**src/rtl/hbr_pkg.sv**
```systemverilog
package hbr_pkg;

    localparam int unsigned HBR_DATA_W    = 32;
    localparam int unsigned HBR_ADDR_W    = 7;
    localparam int unsigned HBR_NUM_WORDS = 28;

    // word indices (byte offset / 4) whose behaviour is special
    localparam int unsigned IDX_PONCFG = 0;
    localparam int unsigned IDX_GENCFG = 1;
    localparam int unsigned IDX_IODEV  = 2;
    localparam int unsigned IDX_SDRAM  = 3;
    localparam int unsigned IDX_PCIMAP = 4;
    localparam int unsigned IDX_GPDATA = 7;
    localparam int unsigned IDX_GPIE   = 8;
    localparam int unsigned IDX_ENSET  = 12;
    localparam int unsigned IDX_ENCLR  = 13;
    localparam int unsigned IDX_ENABLE = 14;
    localparam int unsigned IDX_STATUS = 15;
    localparam int unsigned IDX_DQ     = 26;
    localparam int unsigned IDX_MSIZE  = 27;

    // general configuration field positions
    localparam int unsigned GC_DEBUG    = 0;
    localparam int unsigned GC_SNOOP    = 1;
    localparam int unsigned GC_SELFRST  = 2;
    localparam int unsigned GC_SWAP     = 6;
    localparam int unsigned GC_UNCACHED = 7;
    localparam int unsigned GC_PREFETCH = 8;
    localparam int unsigned GC_WBEHIND  = 9;
    localparam int unsigned GC_PCIQ     = 12;

    typedef struct packed {
        logic set_en;
        logic clr_en;
        logic gen_wr;
    } hbr_side_t;

    function automatic logic [31:0] gen_cfg_reset();
        logic [31:0] v;
        v = '0;
        v[GC_SELFRST]  = 1'b1;
        v[GC_UNCACHED] = 1'b1;
        v[GC_PREFETCH] = 1'b1;
        v[GC_WBEHIND]  = 1'b1;
        v[GC_PCIQ]     = 1'b1;
        return v;
    endfunction

    function automatic logic [31:0] word_reset_value(int unsigned idx);
        case (idx)
            IDX_PONCFG: return 32'h0000_0C40;
            IDX_GENCFG: return gen_cfg_reset();
            IDX_IODEV:  return 32'h2BFF_8010;
            IDX_SDRAM:  return 32'h255E_0091;
            IDX_PCIMAP: return 32'h0000_6140;
            IDX_GPDATA: return 32'h0000_01FF;
            IDX_GPIE:   return 32'h0000_01FF;
            IDX_DQ:     return 32'h0000_0008;
            IDX_MSIZE:  return 32'h1000_0000;
            default:    return 32'h0000_0000;
        endcase
    endfunction

    function automatic logic word_writable(int unsigned idx);
        return (idx != IDX_ENABLE) && (idx != IDX_STATUS);
    endfunction

endpackage

```
**src/rtl/hbr_decode.sv**
```systemverilog
module hbr_decode
    import hbr_pkg::*;
#(
    parameter int unsigned ADDR_W    = HBR_ADDR_W,
    parameter int unsigned NUM_WORDS = HBR_NUM_WORDS,
    localparam int unsigned IDX_W    = ADDR_W - 2
) (
    input  logic                 bus_wr,
    input  logic [ADDR_W-1:0]    bus_addr,
    output logic [NUM_WORDS-1:0] word_we,
    output hbr_side_t            side,
    output logic [IDX_W-1:0]     rd_idx,
    output logic                 rd_hit
);

    logic [IDX_W-1:0] idx;

    always_comb begin
        idx    = bus_addr[ADDR_W-1:2];
        rd_idx = idx;
        rd_hit = (int'(idx) < NUM_WORDS);
        for (int i = 0; i < NUM_WORDS; i++) begin
            word_we[i] = bus_wr && (idx == IDX_W'(i)) && word_writable(i);
        end
        side.set_en = bus_wr && (idx == IDX_W'(IDX_ENSET));
        side.clr_en = bus_wr && (idx == IDX_W'(IDX_ENCLR));
        side.gen_wr = bus_wr && (idx == IDX_W'(IDX_GENCFG));
    end

endmodule

```
**src/rtl/hbr_word_reg.sv**
```systemverilog
module hbr_word_reg #(
    parameter int unsigned         DATA_W    = 32,
    parameter logic [DATA_W-1:0]   RESET_VAL = '0
) (
    input  logic              clk,
    input  logic              rst,
    input  logic              we,
    input  logic [DATA_W-1:0] wdata,
    output logic [DATA_W-1:0] q
);

    always_ff @(posedge clk) begin
        if (rst) begin
            q <= RESET_VAL;
        end else if (we) begin
            q <= wdata;
        end
    end

endmodule

```
**src/rtl/hbr_enable_unit.sv**
```systemverilog
module hbr_enable_unit #(
    parameter int unsigned DATA_W = 32
) (
    input  logic              clk,
    input  logic              rst,
    input  logic              set_en,
    input  logic              clr_en,
    input  logic [DATA_W-1:0] wdata,
    output logic [DATA_W-1:0] en_q
);

    logic [DATA_W-1:0] en_next;

    always_comb begin
        en_next = en_q;
        if (set_en) en_next = en_next | wdata;
        if (clr_en) en_next = en_next & ~wdata;
    end

    always_ff @(posedge clk) begin
        if (rst) en_q <= '0;
        else     en_q <= en_next;
    end

endmodule

```
**src/rtl/hbr_selfreset.sv**
```systemverilog
module hbr_selfreset #(
    parameter int unsigned DATA_W = 32,
    parameter int unsigned BIT    = 2
) (
    input  logic              clk,
    input  logic              rst,
    input  logic              gen_wr,
    input  logic [DATA_W-1:0] cur_word,
    input  logic [DATA_W-1:0] wdata,
    output logic              req
);

    always_ff @(posedge clk) begin
        if (rst) req <= 1'b0;
        else     req <= gen_wr && !cur_word[BIT] && wdata[BIT];
    end

endmodule

```
**src/rtl/hbr_regfile.sv**
```systemverilog
module hbr_regfile
    import hbr_pkg::*;
#(
    parameter int unsigned DATA_W    = HBR_DATA_W,
    parameter int unsigned ADDR_W    = HBR_ADDR_W,
    parameter int unsigned NUM_WORDS = HBR_NUM_WORDS
) (
    input  logic              clk,
    input  logic              rst,
    input  logic              bus_wr,
    input  logic [ADDR_W-1:0] bus_addr,
    input  logic [DATA_W-1:0] bus_wdata,
    output logic [DATA_W-1:0] bus_rdata,
    output logic [DATA_W-1:0] gen_cfg,
    output logic [DATA_W-1:0] int_enable,
    output logic              sys_reset_req
);

    localparam int unsigned IDX_W = ADDR_W - 2;

    logic [NUM_WORDS-1:0] word_we;
    hbr_side_t            side;
    logic [IDX_W-1:0]     rd_idx;
    logic                 rd_hit;
    logic [DATA_W-1:0]    word_q [NUM_WORDS];
    logic [DATA_W-1:0]    en_q;

    hbr_decode #(.ADDR_W(ADDR_W), .NUM_WORDS(NUM_WORDS)) dec_i (
        .bus_wr  (bus_wr),
        .bus_addr(bus_addr),
        .word_we (word_we),
        .side    (side),
        .rd_idx  (rd_idx),
        .rd_hit  (rd_hit)
    );

    hbr_enable_unit #(.DATA_W(DATA_W)) en_i (
        .clk   (clk),
        .rst   (rst),
        .set_en(side.set_en),
        .clr_en(side.clr_en),
        .wdata (bus_wdata),
        .en_q  (en_q)
    );

    for (genvar i = 0; i < NUM_WORDS; i++) begin : g_word
        if (i == IDX_ENABLE) begin : g_en
            assign word_q[i] = en_q;
        end else if (i == IDX_STATUS) begin : g_st
            assign word_q[i] = '0;
        end else begin : g_reg
            hbr_word_reg #(
                .DATA_W   (DATA_W),
                .RESET_VAL(DATA_W'(word_reset_value(i)))
            ) reg_i (
                .clk  (clk),
                .rst  (rst),
                .we   (word_we[i]),
                .wdata(bus_wdata),
                .q    (word_q[i])
            );
        end
    end

    hbr_selfreset #(.DATA_W(DATA_W), .BIT(GC_SELFRST)) sr_i (
        .clk     (clk),
        .rst     (rst),
        .gen_wr  (side.gen_wr),
        .cur_word(word_q[IDX_GENCFG]),
        .wdata   (bus_wdata),
        .req     (sys_reset_req)
    );

    always_comb begin
        bus_rdata = '0;
        if (rd_hit) begin
            for (int i = 0; i < NUM_WORDS; i++) begin
                if (rd_idx == IDX_W'(i)) bus_rdata = word_q[i];
            end
        end
    end

    assign gen_cfg    = word_q[IDX_GENCFG];
    assign int_enable = en_q;

endmodule

```
**config.mk**
```make
export PLATFORM = sky130hd
export DESIGN_NAME = hbr_regfile
export DESIGN_NICKNAME = d
export VERILOG_FILES = /design/src/rtl/hbr_pkg.sv /design/src/rtl/hbr_decode.sv /design/src/rtl/hbr_word_reg.sv /design/src/rtl/hbr_enable_unit.sv /design/src/rtl/hbr_selfreset.sv /design/src/rtl/hbr_regfile.sv
export SDC_FILE = /design/constraint.sdc
export NUM_CORES = 2
export LEC_CHECK = 0
export BUFFER_PORTS_ARGS = -buffer_cell sky130_fd_sc_hd__buf_2
export CORE_MARGIN = 5
export CORE_UTILIZATION = 50
export DETAILED_ROUTE_END_ITERATION = 10
export PLACE_DENSITY = 0.71
export SLEW_MARGIN = 0
export SYNTH_ARGS = -nofsm -noshare
export SYNTH_HDL_FRONTEND = slang
export SYNTH_SLANG_ARGS = --single-unit
```
**constraint.sdc**
```tcl
create_clock -name clk -period 2.1 [get_ports clk]
set_clock_uncertainty 0.05 [all_clocks]
set_input_delay 0.105 -clock clk [delete_from_list [all_inputs] [get_ports clk]]
set_output_delay 0.105 -clock clk [all_outputs]
set_load 0.005 [all_outputs]
```
==> metrics.md <==
| Metric | Value |
|---|---|
| Fill cell count | 6,470 |
| I/O pin cnt | 139 |
| Worst Path Arrival | 2830 ps |
| Critical path buffers and inverters | 1 |
| Core area | 0.0772 mm² |
| Slew margin rel. | 38.0% |
| Die Y | 289 µm |
| Combinational share of power | 11.3% |
| Post-synth net total | 5,312 |
| Fin util | 66.4% |
| Area leader, netlist | dfxtp_1 |
| DRC | 0 |
| Synth Warn # | 0 |
| Clock Tree Root | clkbuf_16 |
| Routed wire per std cell | 28.4 µm |
| Number of port buffers | 136 |
| Synth top area share | 44.6% |
| Worst hold path type | primary input to flip-flop |
| Slowest-stage cell, CP | mux4_2 |
| Kind of cell adding the most delay to the critical path | compound AO/OA/AOI/OAI gates |
| Most common cell after layout, fill and taps aside | nand2_1 |
| Maximum buffer depth of the clock tree | 3 |
| Final Max Slew Viols | 0 |
| P&R area growth vs syn | 32.2% |
| CTS tree | done |
| Num Clock Sinks | 865 |
| Share of layout cells above drive strength 1 | 24.4% |
| Setup violators final | 32 |
| TritonCTS buffer count | 92 |
| Count of distinct cell types in the synthesized netlist | 85 |
| R2R depth | 3 |
| Setup CP Type | flip-flop to output port |
| Max Cap Viol | 0 |
| Crit. End Element | output port |
| Number of enable flip-flop cells after synthesis | 0 |
| FF+latch count, synth | 865 |
| Ranking of synthesized cells by area | dfxtp_1, nand2_1, a21oi_1 |
| Flop pwr share | 43.5% |
| Power Density | 745 mW/mm² |
| Critical Path Source Type | flip-flop |
| Final GP Congestion | 1.09 |
| Worst Tran Pin Value | 929 ps |
| Worst skew pair latency | 660 ps |
| Min Clock Period, post-route | 2990 ps |
| Largest stage delay, worst path | 570 ps |
| Largest net degree at the start of global routing | 88 |
| Vias per cell | 6.43 |
| Max frequency | 334 MHz |
| Final hold vios | 0 |
| CTS clk-pin slew, worst paths | 60 ps |
| Failing checks | setup timing |
| DRT iter0 DRCs | 7,201 |
| H-tree levels | 3 |
| DPL Wire Length | 134,000 µm |
| Worst path depth | 7 |
| Crit share post-route | 142% |
| CP Cell Sequence | mux4_2, a221oi_4, o21ai_2, a21oi_4, o211ai_1, o2111a_2, buf_2 |
| RSZ-0062 raised after global routing | true |
| Final worst slack | -890 ps |
| Congestion Overflow GR | 0 |
| Leakage | 0.0187 µW |
| VDD IR-drop max | 619 µV |
| Die span in x | 289 µm |
| Initial core utilization | 50.3% |
| Die ar. | 0.0833 mm² |
| Syn Std Cell Area | 0.0388 mm² |
| First-pass GRT wire length | 277,000 µm |
| Top FF cell, synth | dfxtp_1 |
| Post-Syn Instances | 5,270 |
| Register area share after synthesis | 44.6% |
| Nets | 5,796 |
| Post-DP Area | 0.0455 mm² |
| Status | finished with violations |
| Hold path cells | 3 |
| Design area | 0.0513 mm² |
| Post-DRT Antenna Nets | 0 |
| Gr usage total | 44.7% |
| Psw | 10,100 µW |
| Via count | 44,162 |
| Detailed Route WL | 195,000 µm |
| Avg Cell Area, Syn | 7.36 µm² |
| Net Sw Frac | 26.5% |
| Most frequent cells in the layout | nand2_1, a21oi_1, dfxtp_1, buf_4, buf_12 |
| Vias in the first global route | 39,735 |
| Async SR Flop Fraction | 0% |
| TritonRoute pass-1 iters | 8 |
| Internal | 28,100 µW |
| Core Rows | 102 |
| Crit path max fanout | 2 |
| Worst EP required | 1950 ps |
| Clk pwr share | 45.2% |
| Initial antenna violation count | 5 |
-- per-stage QoR --
stage | TNS [ps] | total power, µW | cells | setup slack [ps] | hold WS [ps]
finish | -14720 | 38200 | 6865 | -890 | 72.1
global route | -15370 | 38900 | 6863 | -880 | 49.3
CTS | -14590 | 37800 | 6848 | -842 | 3.41
detailed placement | -112060 | 20700 | 6645 | -974 | 388
global placement | -97160 | 20700 | 6645 | -966 | 387
floorplan | 0 | 18600 | 5270 | 305 | 339
-- worst paths after layout --
path	from	slack, ps	to
min	bus_wdata[2]	70	g_word[3].g_reg.reg_i.q[2]
min reg2reg	g_word[25].g_reg.reg_i.q[8]	400	g_word[25].g_reg.reg_i.q[8]
max reg2reg	flip-flop	1050	flip-flop
max	g_word[1].g_reg.reg_i.q[30]	-890	bus_rdata[30]
-- state kept, by name (all words and copies together) (netlist names), named ones only --
name                  cells
sr_i.req                  1
g_word.g_reg.reg_i.q    832
-- cell families after synthesis --
logic type / share of synthesized area (%)
AO/OA/AOI/OAI: 22.8
buffers and inverters: 6.23
flip-flops: 44.6
multiplexers: 3.14
AND/OR/NAND/NOR: 23.3
-- final cells by class --
class / count / area (µm²) / area share [%]
flip-flops and latches: 865 / 17400 / 33.9
diodes: 2 / 5.00 / 0.00976
inverters: 10 / 37.5 / 0.0732
clock buffers: 123 / 2590 / 5.05
repair buffers: 929 / 8530 / 16.6
multi-input cells: 3856 / 20900 / 40.7
clock inverters: 40 / 537 / 1.05
well taps: 1040 / 1300 / 2.54
-- power groups by stage --
stage | Sequential, µW | Combinational [µW] | Clock, µW
final | 16600 | 4330 | 17200
after global routing | 16600 | 4340 | 17900
after CTS | 16600 | 3990 | 17200
after detailed placement | 17000 | 3690 | 0
after global placement | 17000 | 3680 | 0
after floorplan | 16900 | 1600 | 0
-- timing repair --
action / CTS / global route
gates resized for setup: 364 / 133
pin swaps: 125 / 101
endpoints found under the setup margin: 32 / 32
hold endpoints to repair: 441 / 0
hold buffers: 32 / 0
setup buffers: 24 / 19
gates cloned: 0 / 1
-- worst register-to-register path: cells and delay by family (launching register included) --
family | cells | cell delay (ps)
flip-flops | 1 | 430
AO/OA/AOI/OAI | 2 | 270
buffers and inverters | 1 | 210
-- Yosys cell counts (11+ instances only) --
master,instances
mux2_2,20
a22oi_1,58
nand2b_1,13
a221oi_1,42
o22ai_1,42
o221ai_1,26
nor2b_1,14
nand2_1,1835
o211ai_1,22
a21oi_1,982
nor2_1,130
nand3b_1,58
a22o_1,13
a221o_1,12
a31oi_1,24
mux2i_1,79
buf_2,151
dfxtp_1,865
nand3_1,36
o21ai_0,165
buf_4,31
a32oi_1,11
nor3_1,38
clkbuf_1,343
o2bb2ai_1,13
and3_1,24
a211oi_1,41
-- metal layers --
metal | up-vias | track usage (%) | part of all wire, %
met5 | - | 0 | 0.021
met4 | 6 | 21.9 | 6.6
met3 | 826 | 15.6 | 17
met2 | 3743 | 62.7 | 40
met1 | 20721 | 61.2 | 37
li1 | 18866 | - | -
Note: power is estimated with default switching activity, not from simulation.
